## config.mk

```make
export PLATFORM = sky130hd
export DESIGN_NAME = mdio_phy_mgmt
export DESIGN_NICKNAME = d
export VERILOG_FILES = /design/src/rtl/mdio_phy_pkg.sv /design/src/rtl/mdio_req_decode.sv /design/src/rtl/mdio_reg_file.sv /design/src/rtl/mdio_read_path.sv /design/src/rtl/mdio_phy_mgmt.sv
export SDC_FILE = /design/constraint.sdc
export NUM_CORES = 1
export LEC_CHECK = 0
export BUFFER_PORTS_ARGS = -buffer_cell sky130_fd_sc_hd__buf_2
export CELL_PAD_IN_SITES_DETAIL_PLACEMENT = 0
export CELL_PAD_IN_SITES_GLOBAL_PLACEMENT = 2
export CORE_UTILIZATION = 25
export DETAILED_ROUTE_END_ITERATION = 6
export PLACE_DENSITY = 0.67
export SYNTH_ARGS = -nofsm -noshare
export SYNTH_HDL_FRONTEND = slang
export SYNTH_SLANG_ARGS = --single-unit
```

## constraint.sdc

```tcl
create_clock -name clk -period 2.4 [get_ports clk]
set_input_delay 0.48 -clock clk [delete_from_list [all_inputs] [get_ports clk]]
set_output_delay 0.48 -clock clk [all_outputs]
set_load 0.005 [all_outputs]
```

## src/rtl/mdio_phy_pkg.sv

```systemverilog
package mdio_phy_pkg;

    localparam int REG_W     = 16;
    localparam int REG_IDX_W = 5;

    localparam logic [REG_W-1:0] CTRL_RST_VAL  = 16'h3100;
    localparam logic [REG_W-1:0] IDHI_RST_VAL  = 16'h0300;
    localparam logic [REG_W-1:0] IDLO_RST_VAL  = 16'hE400;
    localparam logic [REG_W-1:0] ADV_RST_VAL   = 16'h01E1;
    localparam logic [REG_W-1:0] CTRL_AUTO_CLR = 16'h8200;
    localparam logic [REG_W-1:0] STAT_FIXED    = 16'h7809;
    localparam logic [REG_W-1:0] STAT_LIVE     = 16'h0024;
    localparam logic [REG_W-1:0] PARTNER_MASK  = 16'h01E0;

    localparam logic [REG_IDX_W-1:0] NUM_CTRL = 5'd0;
    localparam logic [REG_IDX_W-1:0] NUM_STAT = 5'd1;
    localparam logic [REG_IDX_W-1:0] NUM_IDHI = 5'd2;
    localparam logic [REG_IDX_W-1:0] NUM_IDLO = 5'd3;
    localparam logic [REG_IDX_W-1:0] NUM_ADV  = 5'd4;
    localparam logic [REG_IDX_W-1:0] NUM_PART = 5'd5;

    localparam int ADV_BIT_10F  = 6;
    localparam int ADV_BIT_100H = 7;
    localparam int ADV_BIT_100F = 8;
    localparam int DIAG_BIT_SPD = 10;
    localparam int DIAG_BIT_FD  = 11;

    // stored register image
    typedef struct packed {
        logic [REG_W-1:0] ctrl;
        logic [REG_W-1:0] id_hi;
        logic [REG_W-1:0] id_lo;
        logic [REG_W-1:0] adv;
    } phy_regs_t;

    // accepted write, already qualified by address match
    typedef struct packed {
        logic             wr;
        logic             sel_ctrl;
        logic             sel_idhi;
        logic             sel_idlo;
        logic             sel_adv;
        logic [REG_W-1:0] wdata;
    } wr_req_t;

    // read request; selects only set on address match
    typedef struct packed {
        logic rd;
        logic hit;
        logic sel_ctrl;
        logic sel_stat;
        logic sel_idhi;
        logic sel_idlo;
        logic sel_adv;
        logic sel_part;
        logic sel_diag;
    } rd_req_t;

    function automatic logic adv_speed100(input logic [REG_W-1:0] adv);
        return adv[ADV_BIT_100H] | adv[ADV_BIT_100F];
    endfunction

    function automatic logic adv_full_dup(input logic [REG_W-1:0] adv);
        return adv[ADV_BIT_100F] | adv[ADV_BIT_10F];
    endfunction

    function automatic logic [REG_W-1:0] status_word(input logic link);
        return STAT_FIXED | (link ? STAT_LIVE : '0);
    endfunction

    function automatic logic [REG_W-1:0] diag_word(input logic link,
                                                   input logic [REG_W-1:0] adv);
        logic [REG_W-1:0] w;
        w = '0;
        if (link) begin
            w[DIAG_BIT_SPD] = adv_speed100(adv);
            w[DIAG_BIT_FD]  = adv_full_dup(adv);
        end
        return w;
    endfunction

endpackage

```

## src/rtl/mdio_req_decode.sv

```systemverilog
module mdio_req_decode
    import mdio_phy_pkg::*;
#(
    parameter int PHY_ADDR_W = 5,
    parameter int DIAG_NUM   = 18,
    parameter bit DIAG_EN    = 1'b1
) (
    input  logic                  req_valid,
    input  logic                  req_write,
    input  logic [PHY_ADDR_W-1:0] req_phy,
    input  logic [REG_IDX_W-1:0]  req_reg,
    input  logic [REG_W-1:0]      req_wdata,
    input  logic [PHY_ADDR_W-1:0] cfg_phy_addr,
    output wr_req_t               wr_req,
    output rd_req_t               rd_req
);
    localparam logic [REG_IDX_W-1:0] DIAG_IDX = REG_IDX_W'(DIAG_NUM);

    logic hit;
    logic is_diag;

    assign hit = (req_phy == cfg_phy_addr);

    generate
        if (DIAG_EN) begin : g_diag
            assign is_diag = (req_reg == DIAG_IDX);
        end else begin : g_nodiag
            assign is_diag = 1'b0;
        end
    endgenerate

    always_comb begin
        wr_req          = '0;
        wr_req.wr       = req_valid & req_write & hit;
        wr_req.sel_ctrl = hit & (req_reg == NUM_CTRL);
        wr_req.sel_idhi = hit & (req_reg == NUM_IDHI);
        wr_req.sel_idlo = hit & (req_reg == NUM_IDLO);
        wr_req.sel_adv  = hit & (req_reg == NUM_ADV);
        wr_req.wdata    = req_wdata;

        rd_req          = '0;
        rd_req.rd       = req_valid & ~req_write;
        rd_req.hit      = hit;
        rd_req.sel_ctrl = hit & (req_reg == NUM_CTRL);
        rd_req.sel_stat = hit & (req_reg == NUM_STAT);
        rd_req.sel_idhi = hit & (req_reg == NUM_IDHI);
        rd_req.sel_idlo = hit & (req_reg == NUM_IDLO);
        rd_req.sel_adv  = hit & (req_reg == NUM_ADV);
        rd_req.sel_part = hit & (req_reg == NUM_PART);
        rd_req.sel_diag = hit & is_diag;
    end
endmodule

```

## src/rtl/mdio_reg_file.sv

```systemverilog
module mdio_reg_file
    import mdio_phy_pkg::*;
(
    input  logic      clk,
    input  logic      rst,
    input  wr_req_t   wr_req,
    output phy_regs_t regs
);
    phy_regs_t regs_q;
    phy_regs_t regs_n;

    always_comb begin
        regs_n = regs_q;
        if (wr_req.wr) begin
            if (wr_req.sel_ctrl) regs_n.ctrl  = wr_req.wdata;
            if (wr_req.sel_idhi) regs_n.id_hi = wr_req.wdata;
            if (wr_req.sel_idlo) regs_n.id_lo = wr_req.wdata;
            if (wr_req.sel_adv)  regs_n.adv   = wr_req.wdata;
            // any accepted write drops the self-clearing control bits
            regs_n.ctrl = regs_n.ctrl & ~CTRL_AUTO_CLR;
        end
    end

    always_ff @(posedge clk) begin
        if (rst) begin
            regs_q.ctrl  <= CTRL_RST_VAL;
            regs_q.id_hi <= IDHI_RST_VAL;
            regs_q.id_lo <= IDLO_RST_VAL;
            regs_q.adv   <= ADV_RST_VAL;
        end else begin
            regs_q <= regs_n;
        end
    end

    assign regs = regs_q;

    // control write lands with the self-clearing bits gone
    a_r2_ctrl_autoclr: assert property (@(posedge clk) disable iff (rst)
        (wr_req.wr && wr_req.sel_ctrl) |=> (regs_q.ctrl == ($past(wr_req.wdata) & ~CTRL_AUTO_CLR)));

    // advertisement write stored verbatim
    a_r3_adv_store: assert property (@(posedge clk) disable iff (rst)
        (wr_req.wr && wr_req.sel_adv) |=> (regs_q.adv == $past(wr_req.wdata)));

    // write hitting no stored register leaves the image untouched
    a_r9_nop_write: assert property (@(posedge clk) disable iff (rst)
        (wr_req.wr && !wr_req.sel_ctrl && !wr_req.sel_idhi && !wr_req.sel_idlo && !wr_req.sel_adv
         && ((regs_q.ctrl & CTRL_AUTO_CLR) == '0))
        |=> $stable(regs_q));
endmodule

```

## src/rtl/mdio_read_path.sv

```systemverilog
module mdio_read_path
    import mdio_phy_pkg::*;
(
    input  logic             clk,
    input  logic             rst,
    input  rd_req_t          rd_req,
    input  phy_regs_t        regs,
    input  logic             link_up,
    output logic             rsp_valid,
    output logic [REG_W-1:0] rsp_rdata
);
    logic [REG_W-1:0] rdata_n;
    logic             valid_q;
    logic [REG_W-1:0] rdata_q;

    always_comb begin
        rdata_n = '0;
        unique case (1'b1)
            rd_req.sel_ctrl: rdata_n = regs.ctrl;
            rd_req.sel_stat: rdata_n = status_word(link_up);
            rd_req.sel_idhi: rdata_n = regs.id_hi;
            rd_req.sel_idlo: rdata_n = regs.id_lo;
            rd_req.sel_adv:  rdata_n = regs.adv;
            rd_req.sel_part: rdata_n = regs.adv & PARTNER_MASK;
            rd_req.sel_diag: rdata_n = diag_word(link_up, regs.adv);
            default:         rdata_n = '0;
        endcase
        if (!rd_req.hit) rdata_n = '0;
    end

    always_ff @(posedge clk) begin
        if (rst) begin
            valid_q <= 1'b0;
            rdata_q <= '0;
        end else begin
            valid_q <= rd_req.rd;
            if (rd_req.rd) rdata_q <= rdata_n;
        end
    end

    assign rsp_valid = valid_q;
    assign rsp_rdata = rdata_q;

    // exactly one response pulse per read request
    a_r10_rsp_follows_rd: assert property (@(posedge clk) disable iff (rst)
        rd_req.rd |=> rsp_valid);
    a_r10_no_spurious_rsp: assert property (@(posedge clk) disable iff (rst)
        !rd_req.rd |=> !rsp_valid);

    // a read to a foreign address answers zero
    a_r4_miss_reads_zero: assert property (@(posedge clk) disable iff (rst)
        (rd_req.rd && !rd_req.hit) |=> (rsp_rdata == '0));

    // link loss hides link and negotiation-done in status
    a_r8_link_down_status: assert property (@(posedge clk) disable iff (rst)
        (rd_req.rd && rd_req.sel_stat && !link_up) |=> (!rsp_rdata[2] && !rsp_rdata[5]));
endmodule

```

## src/rtl/mdio_phy_mgmt.sv

```systemverilog
module mdio_phy_mgmt
    import mdio_phy_pkg::*;
#(
    parameter int PHY_ADDR_W = 5,
    parameter int DIAG_NUM   = 18,
    parameter bit DIAG_EN    = 1'b1
) (
    input  logic                  clk,
    input  logic                  rst,
    input  logic [PHY_ADDR_W-1:0] cfg_phy_addr,
    input  logic                  link_up,
    input  logic                  req_valid,
    input  logic                  req_write,
    input  logic [PHY_ADDR_W-1:0] req_phy,
    input  logic [REG_IDX_W-1:0]  req_reg,
    input  logic [REG_W-1:0]      req_wdata,
    output logic                  rsp_valid,
    output logic [REG_W-1:0]      rsp_rdata,
    output logic                  speed_100,
    output logic                  full_duplex
);
    wr_req_t   wr_req;
    rd_req_t   rd_req;
    phy_regs_t regs;

    mdio_req_decode #(
        .PHY_ADDR_W (PHY_ADDR_W),
        .DIAG_NUM   (DIAG_NUM),
        .DIAG_EN    (DIAG_EN)
    ) u_decode (
        .req_valid    (req_valid),
        .req_write    (req_write),
        .req_phy      (req_phy),
        .req_reg      (req_reg),
        .req_wdata    (req_wdata),
        .cfg_phy_addr (cfg_phy_addr),
        .wr_req       (wr_req),
        .rd_req       (rd_req)
    );

    mdio_reg_file u_regs (
        .clk    (clk),
        .rst    (rst),
        .wr_req (wr_req),
        .regs   (regs)
    );

    mdio_read_path u_read (
        .clk       (clk),
        .rst       (rst),
        .rd_req    (rd_req),
        .regs      (regs),
        .link_up   (link_up),
        .rsp_valid (rsp_valid),
        .rsp_rdata (rsp_rdata)
    );

    assign speed_100   = adv_speed100(regs.adv);
    assign full_duplex = adv_full_dup(regs.adv);

    // speed pin follows a matched advertisement write
    a_r5_speed_after_adv: assert property (@(posedge clk) disable iff (rst)
        (req_valid && req_write && req_phy == cfg_phy_addr && req_reg == NUM_ADV)
        |=> (speed_100 == ($past(req_wdata[ADV_BIT_100H]) | $past(req_wdata[ADV_BIT_100F]))));

    // duplex pin follows a matched advertisement write
    a_r6_duplex_after_adv: assert property (@(posedge clk) disable iff (rst)
        (req_valid && req_write && req_phy == cfg_phy_addr && req_reg == NUM_ADV)
        |=> (full_duplex == ($past(req_wdata[ADV_BIT_100F]) | $past(req_wdata[ADV_BIT_10F]))));

    // foreign-address write leaves the resolved pins alone
    a_r4_miss_write_inert: assert property (@(posedge clk) disable iff (rst)
        (req_valid && req_write && req_phy != cfg_phy_addr) |=> ($stable(speed_100) && $stable(full_duplex)));
endmodule

```

After elaboration in Yosys (flattened, before gate mapping)
Cells that the tools add are included.

word-level totals
  word-level logic and storage cells = 35
  input port bits = 36
  register bits after elaboration = 79

operators by class
  mux-type cells = 4
  reductions and logical operators = 5
  bitwise operators = 13
  eq/ne operators = 7

operators with widths
  operator            count
  $pmux 16 s7         1
  $mux 16             1
  $and 1x1->1         10
  $eq 5x2->1 const B  2
  $eq 5x3->1 const B  2
  $reduce_and 2->1    4
  $mux 6              1
  $eq 5x1->1 const B  1
  $eq 5x5->1          1
  $eq 5x5->1 const B  1
  $logic_not 5->1     1
  $mux 2              1
  $or 1x1->1          2
  $not 1->1           1

Logic depth before layout (Yosys ltp)
Gate-level depths: netlist of run 1.

  depth in word-level cells = 4
  gate-level depth with buffers = 7
  mapped depth without buffers = 4

Hierarchy
A second synthesis of run 1 with hierarchy kept.

unflattened totals
  cell total of the unflattened synthesis = 383
  area total of the unflattened synthesis = 3947.5 um2

modules (own cells, without submodules)
  module           instances  cells an instance  area each (um2)
  mdio_reg_file    1          226                2521.2
  mdio_read_path   1          106                1053.5
  mdio_req_decode  1          49                 360.3
  mdio_phy_mgmt    1          2                  12.5

Worst setup path before layout of run 1
OpenSTA, ideal clock, no wires.

  kind = in2reg
  start point = input req_reg[3]
  end point = register u_regs.regs_q (netlist bit u_regs.regs[39])
  buffers on the path = 1
  arrival time = 1.788 ns
  setup slack = 0.480 ns
  data required time = 2.268 ns
  stages = 5
  setup time = 0.132 ns
  path through = or3_4 -> or4_4 -> buf_6 -> o21ai_1 -> a21oi_1

between the ends
  longest elaborated chain between the ends = 3

ends and longest elaborated chain
  element                     RTL line               source
  start: declaration          mdio_phy_mgmt.sv:15    input logic [REG_IDX_W-1:0] req_reg,
  $eq 5x2->1                  mdio_req_decode.sv:36  wr_req.sel_idhi = hit & (req_reg == NUM_IDHI);
  $and 1x1->1                 mdio_req_decode.sv:36
  $reduce_and 2->1 (no line)  --
  end signal: assignment      mdio_reg_file.sv:31    regs_q <= regs_n;
  end: declaration            mdio_reg_file.sv:9     phy_regs_t regs_q;

No other way between the ends.
A chain may end at the register's enable or synchronous reset.

Final worst setup path of run 1
  start point = input req_reg[2]
  end point = register u_regs.regs_q (netlist bit u_regs.regs[6])

between the ends
  longest elaborated chain between the ends = 3

ends and longest elaborated chain
  element                     RTL line               source
  $eq 5x3->1                  mdio_req_decode.sv:38  wr_req.sel_adv = hit & (req_reg == NUM_ADV);
  $and 1x1->1                 mdio_req_decode.sv:38
  $reduce_and 2->1 (no line)  --

No other way between the ends.

==> flow_metrics.py, run 1 <==
metrics = {
    "run_status": {
        "status": "finished, final reports clean",
    },
    "placement": {
        "gp_congestion": 0.786,
        "dp_cells": 652,
        "place_ws_ns": 0.226,
        "portBuffers": 54,
        "dp_hpwl_um": 8980,
        "dpl-instance-area_mm2": 0.00420,
    },
    "sta": {
        "tns_ns": 0,
        "final.setup_skew_ns": 0.00819,
        "fmax_mhz": 542,
        "worstMarginPinSlew_ns": 0.731,
        "worst_hold_slack_ns": 0.374,
        "rsz0062_at_grt": "no",
        "relSlewSlack_pct": 51.3,
        "final_max_slew_viol_count": 0,
        "min_period_over_period_pct": 76.8,
        "fin_crit_ns": 1.84,
        "final_hold_viol_count": 0,
        "fin_ws_ns": 0.557,
        "setup_viol": 0,
    },
    "finish": {
        "fill_cells": 1472,
        "regArea_mm2": 0.00158,
        "final_cell_area_mm2": 0.00454,
        "areaGrowthSynthToFinish_pct": 24.2,
        "layout.cells.non_filler": 668,
        "multi_input_area_mm2": 0.00189,
        "diodes": 0,
        "num-nets-final": 519,
        "fin_util_pct": 32.3,
        "drive_gt1_share_pct": 22.1,
    },
    "worst_setup_path": {
        "worst-setup-path-type": "primary input to flip-flop",
        "critPathMaxFanout": 13,
        "cp-startpoint": "req_reg[2]",
        "endpoint": "u_regs.regs[6]",
        "required_ns": 2.68,
        "cp_data_arrival_time_ns": 2.12,
        "rrSetupSlack_ns": 0.93,
        "r2r-end": "u_read.rsp_rdata[13]",
        "r2r.worst_path.cells": 5,
        "regToRegStartpoint": "u_regs.regs[29]",
        "cp-end-kind": "flip-flop",
        "critPathLaunchType": "primary input",
    },
    "detailed_routing": {
        "drtIter0Drc": 297,
        "viasPerCell": 5.38,
        "dr.pass1.iters": 5,
        "drc": 0,
        "wirelength_um": 13100,
        "ant_nets": 0,
        "vias": 3594,
        "wire_per_inst_um": 19.5,
    },
    "yosys": {
        "yosys_most_used_dff": "dfxtp_1",
        "synthTopCellsByCount": "dfxtp_1, a21oi_1, nand3_1",
        "async_reset_ff_share_pct": 0,
        "yosysMostFrequentCell": "dfxtp_1",
        "synth_cell_types": 45,
        "ys_seq_area_share_pct": 43.3,
        "synth_edf_count": 0,
        "synthesis.area_mm2": 0.00365,
        "synth_top_area_cell": "dfxtp_1",
        "synth_area_leaders": "dfxtp_1, a21oi_1, nand3_1",
        "yosys.area.top_type_share_pct": 43.3,
        "yosys_register_bits": 79,
        "syn-instance-count": 430,
        "syn_avg_cell_area_um2": 8.49,
        "syn_nets": 466,
        "yosysWarnings": 0,
    },
    "global_route": {
        "antenna_found_initial": 0,
        "grt_pass1_vias": 3394,
        "grt_pass1_wl_um": 20200,
        "grt_remaining_overflow": 0,
        "grt_usage_pct": 18.2,
        "grt_start_max_net_pins": 64,
    },
    "clock_network": {
        "clk_pin_slew_ns": 0.06,
        "worstSkewPairLatency_ns": 0.34,
        "htreeDepth": 3,
        "cts_resized": 0,
        "cts_buffers": 9,
        "cts_buffer_depth": 2,
        "cts_tree": "built",
        "cts.sink_count": 79,
        "cts_root_buffer": "clkbuf_16",
        "hold_buffers": 0,
        "post_cts_buffers": 0,
    },
    "pwr": {
        "pwr-share-clk_pct": 50.4,
        "p_leak_nw": 1.62,
        "comb_power_share_pct": 8.4,
        "p_int_mw": 2.44,
        "finalPower_mw": 3.19,
        "cellPowerDensity_mw_per_mm2": 702,
        "seq_power_share_pct": 41.2,
        "ir_worst_vdd_mv": 0.329,
        "swShare_pct": 23.3,
        "p_sw_mw": 0.742,
    },
    "die": {
        "core_area_mm2": 0.0140,
        "die_area_mm2": 0.0151,
        "die_h_um": 123,
        "start_util_pct": 26.0,
        "io_pins": 55,
        "num_rows": 43,
        "die_x_um": 123,
    },
    "hold_path": {
        "hp-class": "primary input to flip-flop",
    },
    "flow_run": {
        "maxCapViolations": 0,
    },
}
==> final cells by class <==
cell class	count	share of cell area [%]
Timing Repair Buffer	82	10.9
Sequential cell	79	34.9
Clock buffer	13	5.52
Multi-Input combinational cell	310	41.7
Clock inverter	3	1.99
Inverter	1	0.0828
Tap cell	180	4.97
==> power by group through the flow <==
stage | logic, mW | registers [mW] | clock network (mW)
2_1_floorplan | 0.132 | 1.34 | 0
3_3_place_gp | 0.267 | 1.34 | 0
3_5_place_dp | 0.267 | 1.34 | 0
4_1_cts | 0.267 | 1.31 | 1.62
5_1_grt | 0.286 | 1.31 | 1.69
6_report | 0.267 | 1.31 | 1.61
==> metal layers <==
metal / GRT usage (%) / vias to the layer above / wire length, um
met3: 2.88 / 14 / 760
li1: - / 1718 / -
met4: 6.55 / 0 / 258
met1: 25.0 / 1724 / 6020
met5: 0 / - / 0
met2: 28.6 / 138 / 6020
==> worst min path at each step <==
stage | from | end | slack (ns) | cells after the start
floorplan | u_regs.regs[29] | u_regs.regs[29] | 0.43 | 1
global placement | u_read.rsp_rdata[2] | u_read.rsp_rdata[2] | 0.44 | 2
detailed placement | u_regs.regs[30] | u_regs.regs[30] | 0.44 | 1
CTS | rst | u_read.rsp_valid | 0.37 | 2
global route | rst | u_read.rsp_valid | 0.39 | 2
finish | rst | u_read.rsp_valid | 0.37 | 2
==> cell usage in the layout (no fill, tap or decap), types with 3 or more instances in the layout <==
cell and count:
dfxtp_1 79, buf_2 54, a21oi_1 52, nand3_1 49, o21ai_1 42, buf_4 27
nand2_1 24, o21ai_0 22, and3_1 17, a211o_1 14, clkbuf_16 9, nor3b_1 6
a22o_1 6, nor2_1 5, xnor2_1 5, nor3_1 5, a211oi_1 5, a21boi_1 5
a2111oi_0 4, a2bb2oi_1 4, nand4_1 4, mux2i_1 4, a221oi_1 4, or2_2 3
mux2_2 3, a222oi_1 3, nor4b_1 3, bufinv_16 3, clkbuf_1 3
==> flip-flops by register name, summed over array words and instances, names as in the netlist <==
name	cells
u_regs.regs	62
u_read.rsp_valid	1
u_read.rsp_rdata	16
==> logic make-up (layout without fill, tap and decap cells) <==
family | count (synthesis) | in the layout | synth area share, %
compound gates | 163 | 163 | 27.0
simple gates | 133 | 133 | 21.1
flops | 79 | 79 | 43.3
buf+inv | 41 | 99 | 4.90
xor+xnor | 7 | 7 | 1.68
mux | 7 | 7 | 2.02
==> critical path: stages <==
cell	delay (ns)
buf_2	0.10
buf_4	0.18
nor3b_1	0.37
nand4_1	0.17
nor2_1	0.59
a211o_1	0.22
Power figures use the tool's default switching activity.
==> inputs of run 2 (changes only) <==
==> constraint.sdc (replaced) <==
create_clock -name clk -period 1.7 [get_ports clk]
set_input_delay 0.34 -clock clk [delete_from_list [all_inputs] [get_ports clk]]
set_output_delay 0.34 -clock clk [all_outputs]
set_load 0.005 [all_outputs]
==> run 2 against run 1 <==
Clock skew fell by 0.0018 ns; worst setup slack got worse by 0.44 ns; sequential share of layout area fell by 2.2 points; global-route usage rose by 0.25 points; total power rose by 40%; largest cell class unchanged.
==> flow_metrics.py, run 2 (synthesis gave the netlist of run 1 again) <==
metrics = {
    "clock_network": {
        "hold_buffers": 0,
        "clk_pin_slew_ns": 0.06,
        "worstSkewPairLatency_ns": 0.34,
        "cts_root_buffer": "clkbuf_16",
        "cts_buffer_depth": 2,
        "htreeDepth": 3,
        "cts_buffers": 9,
        "cts_resized": 0,
        "cts.sink_count": 79,
        "cts_tree": "built",
    },
    "placement": {
        "gp_congestion": 0.755,
        "dp_hpwl_um": 9480,
        "portBuffers": 54,
    },
    "worst_setup_path": {
        "crit_path_frequent_cell": "buf_4",
        "cp-end-kind": "flip-flop",
        "worst-setup-path-type": "primary input to flip-flop",
        "crit_chain": "buf_2, or3_4, nor4_4, buf_4, buf_4, nand3_1, a21oi_1",
        "critPathLaunchType": "primary input",
        "critPathMaxFanout": 5,
        "worst-path-buf-inv": 3,
        "max_stage_delay_ns": 0.44,
        "required_ns": 1.97,
        "cp_data_arrival_time_ns": 1.85,
        "slowest_stage": "or3_4",
        "crit_family": "simple AND/OR/NAND/NOR gates",
    },
    "flow_run": {
        "maxCapViolations": 0,
    },
    "die": {
        "io_pins": 55,
        "start_util_pct": 26.0,
        "core_area_mm2": 0.0140,
        "die_h_um": 123,
        "num_rows": 43,
        "die_x_um": 123,
        "die_area_mm2": 0.0151,
    },
    "finish": {
        "drive_gt1_share_pct": 27.7,
        "fill_cells": 1473,
        "final_cell_mix": "dfxtp_1, buf_4, buf_2",
        "num-nets-final": 554,
        "multi_input_area_mm2": 0.00189,
        "areaGrowthSynthToFinish_pct": 32.6,
        "final_common_cell": "dfxtp_1",
        "regArea_mm2": 0.00158,
        "largest_reg_flops": 62,
        "fin_util_pct": 34.5,
        "diodes": 0,
    },
    "sta": {
        "relSlewSlack_pct": 52.0,
        "fin_crit_ns": 1.58,
        "min_period_over_period_pct": 93.0,
        "fmax_mhz": 632,
        "final_max_slew_viol_count": 0,
        "final_hold_viol_count": 0,
        "final.setup_skew_ns": 0.00640,
        "tns_ns": 0,
        "worstMarginPinSlew_ns": 0.720,
        "setup_viol": 0,
        "rsz0062_at_grt": "no",
    },
    "detailed_routing": {
        "vias": 3671,
        "wire_per_inst_um": 18.6,
        "dr.pass1.iters": 6,
        "drc": 0,
        "drtIter0Drc": 303,
        "wirelength_um": 13100,
        "viasPerCell": 5.22,
        "ant_nets": 0,
    },
    "global_route": {
        "grt_start_max_net_pins": 64,
        "antenna_found_initial": 0,
        "grt_pass1_vias": 3555,
        "grt_usage_pct": 18.4,
        "grt_remaining_overflow": 0,
        "grt_pass1_wl_um": 20300,
    },
    "pwr": {
        "ir_worst_vdd_mv": 0.509,
        "p_leak_nw": 1.81,
        "cellPowerDensity_mw_per_mm2": 920,
    },
    "hold_path": {
        "hp-class": "primary input to flip-flop",
    },
    "run_status": {
        "status": "finished, final reports clean",
    },
}
-- run 2: cell count changes in the layout (fill, tap and decap cells not counted), sizes merged --
cell and delta:
inv +1, bufinv -1, clkbuf -1, clkinvlp +1, buf +35
-- run 2: final cells by class --
cell class | count | share of cell area [%]
inverters | 1 | 0.0775
clock buffers | 12 | 5.30
flip-flops and latches | 79 | 32.7
clock inverters | 4 | 1.58
well taps | 180 | 4.65
repair buffers | 117 | 16.6
multi-input cells | 310 | 39.1
-- run 2: per-stage QoR --
step	hold slack [ns]	total power [mW]	instances	cell area (um^2)	setup WS, ns
after floorplan	0.427	2.08	430	3660	-0.0368
after global placement	0.435	2.32	687	4510	-0.282
after detailed placement	0.439	2.32	687	4510	-0.228
after CTS	0.263	4.50	703	4840	0.121
after global routing	0.277	4.59	703	4840	0.0221
final	0.268	4.45	703	4840	0.119
-- run 2: worst paths after layout --
kind / from / to / slack [ns] / cells after the start
hold / removal: req_wdata[0] / u_regs.regs[0] / 0.27 / 2
setup reg to reg: u_regs.regs[16] / u_read.rsp_rdata[0] / 0.29 / 4
hold reg to reg: u_read.rsp_rdata[12] / u_read.rsp_rdata[12] / 0.44 / 2
setup / recovery: req_reg[3] / u_regs.regs[18] / 0.12 / 7
-- run 2: power by group --
part           leakage, nW  total [mW]  switching, mW  internal [mW]
logic                 1.01       0.431          0.266          0.165
clock network        0.159        2.17          0.797           1.37
registers            0.637        1.85       0.000521           1.85
total                 1.81        4.45           1.06           3.39
-- run 2: repair_timing --
action                                  in CTS  in global routing
setup buffers                                0                  0
endpoints found under the setup margin       0                  1
hold endpoints to repair                     0                  0
-- run 2: per-layer routing --
metal | global-route usage, % | vias up | part of all wire [%]
li1 | - | 1790 | -
met1 | 24.6 | 1763 | 47
met2 | 29.8 | 106 | 47
met3 | 2.65 | 12 | 4.9
met4 | 7.32 | 0 | 1.3
met5 | 0 | - | 0
